<file path="src/rtl/coex_pkg.sv">
package coex_pkg;

  typedef enum logic {
    WIRE2 = 1'b0,
    WIRE3 = 1'b1
  } wire_mode_e;

  // Block decision for one peer request (1 = deny the slot).
  function automatic logic block_for(wire_mode_e mode, logic prio,
                                     logic busy, logic hiprio);
    logic res;
    if (mode == WIRE2) begin
      res = busy;
    end else if (prio) begin
      res = busy & hiprio;
    end else begin
      res = busy;
    end
    return res;
  endfunction

endpackage

</file>
<file path="src/rtl/coex_sync.sv">
module coex_sync #(
  parameter int STAGES = 2,
  parameter int WIDTH  = 2
) (
  input  logic             clk,
  input  logic             rst_n,
  input  logic [WIDTH-1:0] d,
  output logic [WIDTH-1:0] q
);

  logic [WIDTH-1:0] chain [STAGES];

  generate
    for (genvar s = 0; s < STAGES; s++) begin : g_stage
      if (s == 0) begin : g_first
        always_ff @(posedge clk or negedge rst_n) begin
          if (!rst_n) chain[s] <= '0;
          else        chain[s] <= d;
        end
      end else begin : g_next
        always_ff @(posedge clk or negedge rst_n) begin
          if (!rst_n) chain[s] <= '0;
          else        chain[s] <= chain[s-1];
        end
      end
    end
  endgenerate

  assign q = chain[STAGES-1];

endmodule

</file>
<file path="src/rtl/coex_edge.sv">
module coex_edge (
  input  logic clk,
  input  logic rst_n,
  input  logic lvl,
  output logic rise,
  output logic fall
);

  logic lvl_q;

  always_ff @(posedge clk or negedge rst_n) begin
    if (!rst_n) lvl_q <= 1'b0;
    else        lvl_q <= lvl;
  end

  assign rise = lvl & ~lvl_q;
  assign fall = ~lvl & lvl_q;

endmodule

</file>
<file path="src/rtl/coex_decide.sv">
module coex_decide
  import coex_pkg::*;
(
  input  logic       clk,
  input  logic       rst_n,
  input  logic       en,
  input  wire_mode_e mode,
  input  logic       req_lvl,
  input  logic       rise,
  input  logic       fall,
  input  logic       prio,
  input  logic       busy,
  input  logic       hiprio,
  output logic       block,
  output logic       owns
);

  logic verdict;

  assign verdict = block_for(mode, prio, busy, hiprio);

  always_ff @(posedge clk or negedge rst_n) begin
    if (!rst_n) begin
      block <= 1'b0;
      owns  <= 1'b0;
    end else if (!en) begin
      block <= 1'b0;
      owns  <= 1'b0;
    end else if (rise) begin
      block <= verdict;
      owns  <= ~verdict;
    end else if (fall) begin
      block <= 1'b0;
      owns  <= 1'b0;
    end
  end

  // two-line scheme follows WLAN activity only
  assert_two_wire_R2: assert property (@(posedge clk) disable iff (!rst_n)
    (rise && en && mode == WIRE2) |=> (block == $past(busy)));

  // three-line scheme, normal priority
  assert_normal_prio_R3: assert property (@(posedge clk) disable iff (!rst_n)
    (rise && en && mode == WIRE3 && !prio) |=> (block == $past(busy)));

  // three-line scheme, high priority
  assert_high_prio_R4: assert property (@(posedge clk) disable iff (!rst_n)
    (rise && en && mode == WIRE3 && prio) |=> (block == ($past(busy) && $past(hiprio))));

  // decision frozen while the request is held
  assert_hold_R5: assert property (@(posedge clk) disable iff (!rst_n)
    ($past(req_lvl) && !$past(rise) && $past(en)) |-> $stable(block));

  // release on request fall
  assert_release_R6: assert property (@(posedge clk) disable iff (!rst_n)
    fall |=> !block);

  // disabled arbitration blocks nothing
  assert_disabled_R7: assert property (@(posedge clk) disable iff (!rst_n)
    !en |=> (!block && !owns));

  // the peer never owns the antenna and is blocked at once
  assert_excl_R8: assert property (@(posedge clk) disable iff (!rst_n)
    $onehot0({block, owns}));

endmodule

</file>
<file path="src/rtl/coex_antsel.sv">
module coex_antsel (
  input  logic ovr_en,
  input  logic ovr_sel,
  input  logic owns,
  output logic ant
);

  always_comb begin
    if (ovr_en) ant = ovr_sel;
    else        ant = owns;
  end

endmodule

</file>
<file path="src/rtl/coex_arbiter.sv">
module coex_arbiter
  import coex_pkg::*;
#(
  parameter int SYNC_STAGES = 2
) (
  input  logic clk,
  input  logic rst_n,
  input  logic coex_en,
  input  logic three_wire,
  input  logic peer_req_async,
  input  logic peer_prio_async,
  input  logic wl_busy,
  input  logic wl_hiprio,
  input  logic ant_ovr_en,
  input  logic ant_ovr_sel,
  output logic peer_block,
  output logic ant_sel
);

  localparam int NSYNC = 2;

  logic [NSYNC-1:0] raw_in;
  logic [NSYNC-1:0] synced;
  logic             req_s;
  logic             prio_s;
  logic             req_rise;
  logic             req_fall;
  logic             peer_owns;
  wire_mode_e       mode;

  assign raw_in = {peer_prio_async, peer_req_async};
  assign req_s  = synced[0];
  assign prio_s = synced[1];
  assign mode   = wire_mode_e'(three_wire);

  coex_sync #(.STAGES(SYNC_STAGES), .WIDTH(NSYNC)) u_sync (
    .clk   (clk),
    .rst_n (rst_n),
    .d     (raw_in),
    .q     (synced)
  );

  coex_edge u_edge (
    .clk   (clk),
    .rst_n (rst_n),
    .lvl   (req_s),
    .rise  (req_rise),
    .fall  (req_fall)
  );

  coex_decide u_decide (
    .clk     (clk),
    .rst_n   (rst_n),
    .en      (coex_en),
    .mode    (mode),
    .req_lvl (req_s),
    .rise    (req_rise),
    .fall    (req_fall),
    .prio    (prio_s),
    .busy    (wl_busy),
    .hiprio  (wl_hiprio),
    .block   (peer_block),
    .owns    (peer_owns)
  );

  coex_antsel u_ant (
    .ovr_en  (ant_ovr_en),
    .ovr_sel (ant_ovr_sel),
    .owns    (peer_owns),
    .ant     (ant_sel)
  );

  // nothing is blocked while the synchronized request is low and settled
  assert_idle_R6: assert property (@(posedge clk) disable iff (!rst_n)
    (!req_s && !req_fall) |-> !peer_block);

endmodule

</file>
<file path="config.mk">
export PLATFORM = sky130hd
export DESIGN_NAME = coex_arbiter
export DESIGN_NICKNAME = d
export VERILOG_FILES = /design/src/rtl/coex_pkg.sv /design/src/rtl/coex_sync.sv /design/src/rtl/coex_edge.sv /design/src/rtl/coex_decide.sv /design/src/rtl/coex_antsel.sv /design/src/rtl/coex_arbiter.sv
export SDC_FILE = /design/constraint.sdc
export NUM_CORES = 1
export LEC_CHECK = 0
export BUFFER_PORTS_ARGS = -buffer_cell sky130_fd_sc_hd__buf_2
export CAP_MARGIN = 5
export CELL_PAD_IN_SITES_DETAIL_PLACEMENT = 1
export CELL_PAD_IN_SITES_GLOBAL_PLACEMENT = 2
export CORE_AREA = 2 2 39 41
export DETAILED_ROUTE_END_ITERATION = 6
export DIE_AREA = 0 0 41 43
export PLACE_DENSITY = 0.62
export SLEW_MARGIN = 20
export SYNTH_ARGS = -nofsm -noshare
export SYNTH_HDL_FRONTEND = slang
export SYNTH_HIERARCHICAL = 1
export SYNTH_SLANG_ARGS = --single-unit
</file>
<file path="constraint.sdc">
create_clock -name clk -period 1.3 [get_ports clk]
set_input_delay 0.065 -clock clk [delete_from_list [all_inputs] [get_ports clk]]
set_output_delay 0.065 -clock clk [all_outputs]
set_load 0.02 [all_outputs]
</file>
; ---- After elaboration in Yosys (flattened, before gate mapping)
; Cells that the tools add are included.
[classes]
addsub = 0
mux = 8
n_shift = 0
eq_ne = 1
bitwise = 6
div = 0
n_reduce_logical = 0
magnitude_cmp = 0
multipliers = 0
[ops]
columns = cell, n
row1 = 1-bit 2-to-1 mux, 8
row2 = 1-bit AND, 3
row3 = "3-bit by 1-bit != test with 1-bit output, second input constant", 1
row4 = 1-bit inverter, 3
[word_totals]
latch_bits = 0
ff_bits = 7
mem_bits_ro = 0
elab_cells = 20
mem_bits_rw = 0
memories = 0

; ---- Depth between registers and ports, before layout
; Gate-level depths: netlist of the first run.
[depth]
ltp_word = 6
ltp_mapped = 4
mapped_depth_nobuf = 3

; ---- Modules after synthesis
; The synthesis of the first run kept the hierarchy.
[modules_own_cells]
columns = mod, cells_per_inst, instances, area_per_inst_um2
row1 = coex_sync, 6, 1, 115.1
row2 = coex_decide, 9, 1, 97.6
row3 = coex_edge, 3, 1, 40.0
row4 = coex_antsel, 1, 1, 15.0

; ---- Worst setup path before layout of the first run
; OpenSTA, ideal clock, no wires.
[synth_path]
kind = register to register
startpoint = register u_sync.chain (netlist bit u_sync/q[0])
endpoint = register u_decide.owns
synth_period_minus_slack_ns = 1.023
setup_time_ns = 0.123
arrival_ns = 0.901
n_path_buf = 1
stages_incl_launch_ff = 5
setup_slack_ns = 0.277
path_cell_list = dfrtp_1 -> buf_4 -> and2b_2 -> nor2b_1 -> o221a_1
[synth_via]
elab_chain_cells = 3
word_cells_on_any_way = 6
cone_classes = eq/ne (1) / mux (2) / bitwise (3)
[synth_lines]
columns = item, line_no
row1 = "start, declared", coex_sync.sv:11  ; logic [WIDTH-1:0] chain [STAGES];
row2 = "start signal, assigned by index", coex_sync.sv:23  ; else chain[s] <= chain[s-1];
row3 = 1-bit inverter, coex_edge.sv:17  ; assign fall = ~lvl & lvl_q;
row4 = 1-bit AND, coex_edge.sv:17
row5 = net req_fall, coex_arbiter.sv:27  ; logic req_fall;
row6 = 3-bit by 1-bit != test with 1-bit output (no line), --
row7 = "end signal, assigned", coex_decide.sv:31  ; owns <= ~verdict;
row8 = "end, declared", coex_decide.sv:15  ; output logic owns
; The timed path passes the listed nets, and every way through them passes these cells.
; A chain may end at the register's enable or synchronous reset.

; ---- Final worst setup path of the first run
[layout_path]
startpoint = register u_decide.owns
endpoint = output port ant_sel
[layout_via]
elab_chain_cells = 1
[layout_lines]
columns = item, line_no
row1 = 1-bit 2-to-1 mux, coex_antsel.sv:9  ; if (ovr_en) ant = ovr_sel;
row2 = "end, declared", coex_arbiter.sv:17  ; output logic ant_sel
; No other way between the ends.

==> metrics.md, run 1 <==
| Metric | Value |
|---|---|
| Final hold violations | 0 |
| H-tree Lvls | 1 |
| Clock power frac | 39.8% |
| Hold Buf Count CTS | 3 |
| Comb power frac | 10.5% |
| CP cell instances | mux2_4 -> buf_2 |
| DR vias | 206 |
| Grt total ovfl | 0 |
| Final setup TNS | 0 ns |
| Sequential cell area fraction in the yosys report | 65.4% |
| Initial Util | 19.3% |
| Die Wd | just over 40 um |
| Leakage power | 0.000190 uW |
| Arr. time, crit path | ~1.0 ns |
| Share of cells above drive strength 1 | about 46% |
| Syn Area/Cell | 14.1 um^2 |
| DR DRC count | 0 |
| TritonCTS Sinks | 7 |
| Synth Instances | 19 |
| Syn Std Cell Area | 268 um^2 |
| Core area | 1380 um^2 |
| Layout Nets | 46 |
| Cell variety after synth | 10 |
| Rel. slew slack | 83.3% |
| Initial antenna violation count | 0 |
| Synth warn | 6 |
| IO Pins | 12 |
| Min-delay worst type | in -> reg |
| Sw power | 96.0 uW |
| CTS buffer count | 3 |
| Least-Margin Pin Slew | between 0.2 and 0.25 ns |
| IO Port Bufs | 11 |
| Total length of routed wires | 476 um |
| Area grow syn2layout | 43.5% |
| Area contributors post-synth | dfrtp_1 (65%), buf_4 (5.6%), mux2_4 (5.6%), nor2b_1 (4.7%), o221a_1 (4.2%) |
| Max FO, Critical Path | 2 |
| Clk slew on worst S/H paths | 0.05 ns |
| CTS root buf | clkbuf_4 |
| Antenna Nets Post-Route | 0 |
| Clock Tree Buf Depth | 2 |
| First-pass GRT wire length | around 800 um |
| RSZ-0062 raised after global routing | false |
| Tmin final | 1.10 ns |
| Yosys reg bits | 7 |
| Final Slew Violations | 0 |
| Pwr dens | 1220 nW/um^2 |
| Final setup viols | 0 |
| Initial DRC count | 2 |
| Worst vdd ir | 0.000406 V |
| Via/cell ratio | 4.04 |
| Startpoint Class | register |
| Period utilisation layout | 84.3% |
| Switching part of the total | between 20% and 30% |
| Die Area | 1760 um^2 |
| Final hold slack | 0.0954 ns |
| Synth top area share | 65.4% |
| Total track usage | 6.91% |
| Post-cts sizing count | 0 |
| Crit Path Class | reg -> out |
| Worst skew pair latency | 0.24 ns |
| Pre-antenna DRT Iters | 4 |
| Final GP Congestion | between 0.6 and 0.7 |
| Crit-path max cell delay | 0.37 ns |
| Critical path's slowest cell | dfrtp_1 |
| Outcome | completed |
| WL/cell | 9.33 um |
| DIE HEIGHT | 43 um |
| Crit path required time | 1.24 ns |
| FMAX | a little over 900 MHz |
| Max-cap violation count | 0 |
| Clock skew | 0.000925 ns |
| Mapped Nets | 29 |
| Largest net degree at the start of global routing | 8 |
| R2R Setup Slk | 0.26 ns |
| FP Rows | 14 |
| Cell internal pwr | approximately 370 uW |
| Crit end category | output pin |
| Synth area leader | dfrtp_1 |
| Post-CTS Repair Setup Buffers | 0 |
| CTS tree | built |
| Vias in the first global route | between 200 and 250 |
| N_diodes | 0 |
| Reg power frac | about half |
cells in the mapped netlist:
cell type	instances
dfrtp_1	7
nand3_1	1
and2b_2	1
and3b_1	1
buf_4	2
o32ai_1	1
nand2_1	2
o221a_1	1
mux2_4	1
nor2b_1	2
sequential cells by signal, summed over array words and instances (netlist names):
| name | flops |
|---|---|
| u_decide/block | 1 |
| u_decide/owns | 1 |
| u_edge/lvl_q | 1 |
| u_sync/chain | 2 |
| u_sync/q | 2 |
metal layers:
metal  vias up  share of wire, %  global-route usage (%)
li1         97                 -                       -
met1        98                42                    7.69
met2        11                44                    9.38
met3         0                14                    3.14
met4         0                 0                    6.00
met5         -                 0                       0
worst max-delay path: cells and delay by family, from the launching register on:
kind | cells | cell delay (ns)
buffers and inverters | 1 | 0.16
muxes | 1 | 0.26
DFF | 1 | 0.37
final cells by class:
type                       instances  area (um^2)
fill                             159         1000
timing repair buffer              14         85.1
sequential                         7          175
multi-input combinational         10         77.6
tap                               16         20.0
clock buffer                       4         26.3
metrics by stage:
step	total power [uW]	setup slack [ns]	instances	area [um^2]	util, %
final	470	0.204	51	384	27.8
after global placement	279	0.298	44	328	23.7
after floorplan	260	0.277	19	268	-
after global routing	501	0.159	51	384	27.8
after CTS	486	0.181	51	384	27.8
after detailed placement	280	0.271	44	328	23.7
cells by family after synthesis:
group | count (synthesis) | share of synthesized area [%]
compound gates | 2 | 7.48
buf+inv | 2 | 5.61
flops | 7 | 65.4
simple gates | 7 | 15.9
mux | 1 | 5.61
power groups by stage:
stage	combinational (uW)	sequential, uW	clock, uW
finish	49.4	233	187
global route	54.3	235	212
CTS	50.2	234	202
detailed placement	43.2	237	0
global placement	42.6	237	0
floorplan	22.9	237	0
final timing paths:
kind / start / to / cells after the start
worst max register to register: u_sync/q[0]$_DFF_PN0_ / u_decide/owns$_DFFE_PN0P_ / 3
max in group asynchronous: rst_n / u_edge/lvl_q$_DFF_PN0_ / 2
worst min register to register: u_sync/chain[2]$_DFF_PN0_ / u_sync/q[0]$_DFF_PN0_ / 0
min in group asynchronous: rst_n / u_sync/chain[2]$_DFF_PN0_ / 2
worst min-delay path: coex_en / u_decide/owns$_DFFE_PN0P_ / 2
worst max-delay path: u_decide/owns$_DFFE_PN0P_ / ant_sel / 2
cells in the final DEF (no fill, tap or decap), types with 2 or more instances in the layout:
| cell | n |
|---|---|
| clkbuf_4 | 3 |
| dlygate4sd3_1 | 3 |
| dfrtp_1 | 7 |
| nand2_1 | 2 |
| nor2b_1 | 2 |
| buf_2 | 11 |
Power figures use the tool's default switching activity.
==> run 2, diff against run 1 <==
--- a/config.mk
+++ b/config.mk
@@ -5,6 +5,7 @@
 export SDC_FILE = /design/constraint.sdc
 export NUM_CORES = 1
 export LEC_CHECK = 0
+export ABC_AREA = 1
 export BUFFER_PORTS_ARGS = -buffer_cell sky130_fd_sc_hd__buf_2
 export CAP_MARGIN = 5
 export CELL_PAD_IN_SITES_DETAIL_PLACEMENT = 1
@@ -12,7 +13,7 @@
 export CORE_AREA = 2 2 39 41
 export DETAILED_ROUTE_END_ITERATION = 6
 export DIE_AREA = 0 0 41 43
-export PLACE_DENSITY = 0.62
+export PLACE_DENSITY = 0.68
 export SLEW_MARGIN = 20
 export SYNTH_ARGS = -nofsm -noshare
 export SYNTH_HDL_FRONTEND = slang
==> constraint.sdc (replaced) <==
create_clock -name clk -period 1.1 [get_ports clk]
set_input_delay 0.055 -clock clk [delete_from_list [all_inputs] [get_ports clk]]
set_output_delay 0.055 -clock clk [all_outputs]
set_load 0.02 [all_outputs]
==> metrics.md, run 2 <==
| Metric | Value |
|---|---|
| Outcome | completed |
| Die Area | 1760 um^2 |
| CTS tree | built |
| Final setup TNS | 0 ns |
| Mapped Nets | 40 |
| N_diodes | 0 |
| Reg area | 175 um^2 |
| Post-DP HPWL | around 380 um |
| DR DRC count | 0 |
| Post-route cell area | 398 um^2 |
| Antenna Nets Post-Route | 0 |
| Filler cells | 165 |
| Worst skew pair latency | 0.24 ns |
| Top-count cell post-synth | nand2_1 |
| Syn Std Cell Area | roughly 280 um^2 |
| Max-cap violation count | 0 |
| Synth Instances | 30 |
| CP cell instances | nand2_1 -> nand2_1 -> buf_2 |
| Placed Cells incl. Taps | 55 |
| Leakage power | 0.000230 uW |
| First-pass GRT wire length | 800 um |
| Area of the multi-input gates | 65.1 um^2 |
| FMAX | 1080 MHz |
| Vias in the first global route | 242 |
| Arr. time, crit path | approximately 0.87 ns |
| Yosys reg bits | 7 |
| Core area | 1380 um^2 |
| Final GP Congestion | 0.606 |
| IO Port Bufs | 11 |
| Crit-path max cell delay | 0.38 ns |
| Pre-antenna DRT Iters | 1 |
| Initial Util | between 20% and 30% |
| H-tree Lvls | 1 |
| Clk slew on worst S/H paths | 0.05 ns |
| Cell Area, Placed | 342 um^2 |
| WL/cell | 7.71 um |
| Synth area leader | dfrtp_1 |
| CTS root buf | clkbuf_4 |
| DR vias | around 240 |
| Crit path required time | 1.04 ns |
| Layout Nets | 57 |
| Post-synth EDFFs | 0 |
| Post-CTS Repair Setup Buffers | 0 |
| CTS buffer count | 3 |
| Crit Path Class | reg -> out |
| Period utilisation layout | 84.0% |
| Worst vdd ir | 0.000483 V |
| Final Slew Violations | 0 |
| Final hold slack | 0.0725 ns |
| Share of cells above drive strength 1 | 32.6% |
| Max FO, Critical Path | 2 |
| Critical path's slowest cell | dfrtp_1 |
| Min-delay worst type | in -> reg |
| Cell variety after synth | 8 |
| Async set-or-reset flop fraction in the synthesized netlist | 100% |
| Clock Tree Buf Depth | 2 |
| CP most frequent cell | nand2_1 |
| IO Pins | 12 |
| Total track usage | 6.90% |
| Most frequent cells in the layout | buf_2 (11), nand2_1 (8), inv_1 (7), dfrtp_1 (7) |
| Pwr dens | about 1400 nW/um^2 |
| Synth top area share | between 60% and 70% |
| Non-filler cells in the finished layout | 62 |
| Grt total ovfl | 0 |
| Commonest non-fill, non-tap cell in the layout | buf_2 |
| Commonest cells in the netlist | nand2_1 (8), dfrtp_1 (7), inv_1 (7) |
| Clock skew | 0.00118 ns |
| Final core utilization | 28.8% |
| Least-Margin Pin Slew | 0.154 ns |
| Syn Area/Cell | around 9.4 um^2 |
| Area contributors post-synth | dfrtp_1 (62%), nand2_1 (11%), inv_1 (9.3%), buf_4 (5.3%), nand4_1 (4.4%) |
| Rel. slew slack | roughly nine tenths |
| Synth warn | 6 |
| TritonCTS Sinks | 7 |
| Largest net degree at the start of global routing | 8 |
| Final hold violations | 0 |
| R2R Setup Slk | 0.23 ns |
| Initial DRC count | 0 |
| Crit end category | output pin |
| Final setup viols | 0 |
| FP Rows | 14 |
| Dominant synthesized flop cell | dfrtp_1 |
| Area grow syn2layout | 41.3% |
| DIE HEIGHT | 43 um |
| Total length of routed wires | 478 um |
| Tmin final | 0.925 ns |
| Via/cell ratio | 3.79 |
| Startpoint Class | register |
| Sequential cell area fraction in the yosys report | about 62% |
| RSZ-0062 raised after global routing | false |
| Initial antenna violation count | 0 |
| Die Wd | 41 um |
## run 2: cell count changes after synthesis, moves of 2 or more
cell	change
nor2_1	+2
inv_1	+7
nand2_1	+6
nand4_1	+2
nor2b_1	-2
## run 2: report_power, final
group | leakage (uW) | internal [uW] | switching, uW | total [uW]
sequential | 0.0000855 | 271 | 5.59 | 276
combinational | 0.000129 | 28.0 | 28.3 | 56.3
clock | 0.0000150 | 138 | 83.9 | 222
## run 2: cell families after synthesis
| logic type | after synthesis | synth area share [%] |
|---|---|---|
| AND/OR/NAND/NOR | 14 | 23.1 |
| flip-flops | 7 | 62.2 |
| buffers and inverters | 9 | 14.7 |
## run 2: timing repair
action	in CTS	in global routing
hold endpoints to repair	9	0
hold buffers	3	0
gates resized for setup	0	0
## run 2: critical path: cells and delay by family, from the launching register on
| family | cells | cell delay [ns] |
|---|---|---|
| buf+inv | 1 | 0.15 |
| flops | 1 | 0.38 |
| simple gates | 2 | 0.11 |
## run 2: stage by stage
stage | power, uW | setup slack (ns)
final | 554 | 0.175
after CTS | 574 | 0.152
after detailed placement | 330 | 0.219
after floorplan | 305 | 0.252
after global routing | 592 | 0.102
after global placement | 329 | 0.229
## run 2: final timing paths
| check | start | to | cells after the start |
|---|---|---|---|
| setup / recovery | u_decide/owns$_DFFE_PN0P_ | ant_sel | 3 |
| hold reg to reg | u_sync/chain[3]$_DFF_PN0_ | u_sync/q[1]$_DFF_PN0_ | 0 |
| min in group asynchronous | rst_n | u_sync/chain[2]$_DFF_PN0_ | 2 |
| max in group asynchronous | rst_n | u_sync/q[1]$_DFF_PN0_ | 2 |
| setup reg to reg | u_sync/q[0]$_DFF_PN0_ | u_decide/block$_DFFE_PN0P_ | 6 |
| hold / removal | wl_busy | u_decide/block$_DFFE_PN0P_ | 3 |
## run 2: area by class of cell
cell class / count / area share, %
Clock buffer: 4 / 6.60
Inverter: 7 / 6.60
Multi-Input combinational cell: 14 / 16.4
Sequential cell: 7 / 44.0
Tap cell: 16 / 5.03
Timing Repair Buffer: 14 / 21.4
## run 2: per-layer routing
| metal | part of all wire, % | track usage [%] | up-vias |
|---|---|---|---|
| li1 | - | - | 119 |
| met1 | 43 | 7.33 | 110 |
| met2 | 51 | 10.6 | 6 |
| met3 | 5.2 | 1.57 | 0 |
| met4 | 0 | 6.00 | 0 |
| met5 | 0 | 0 | - |
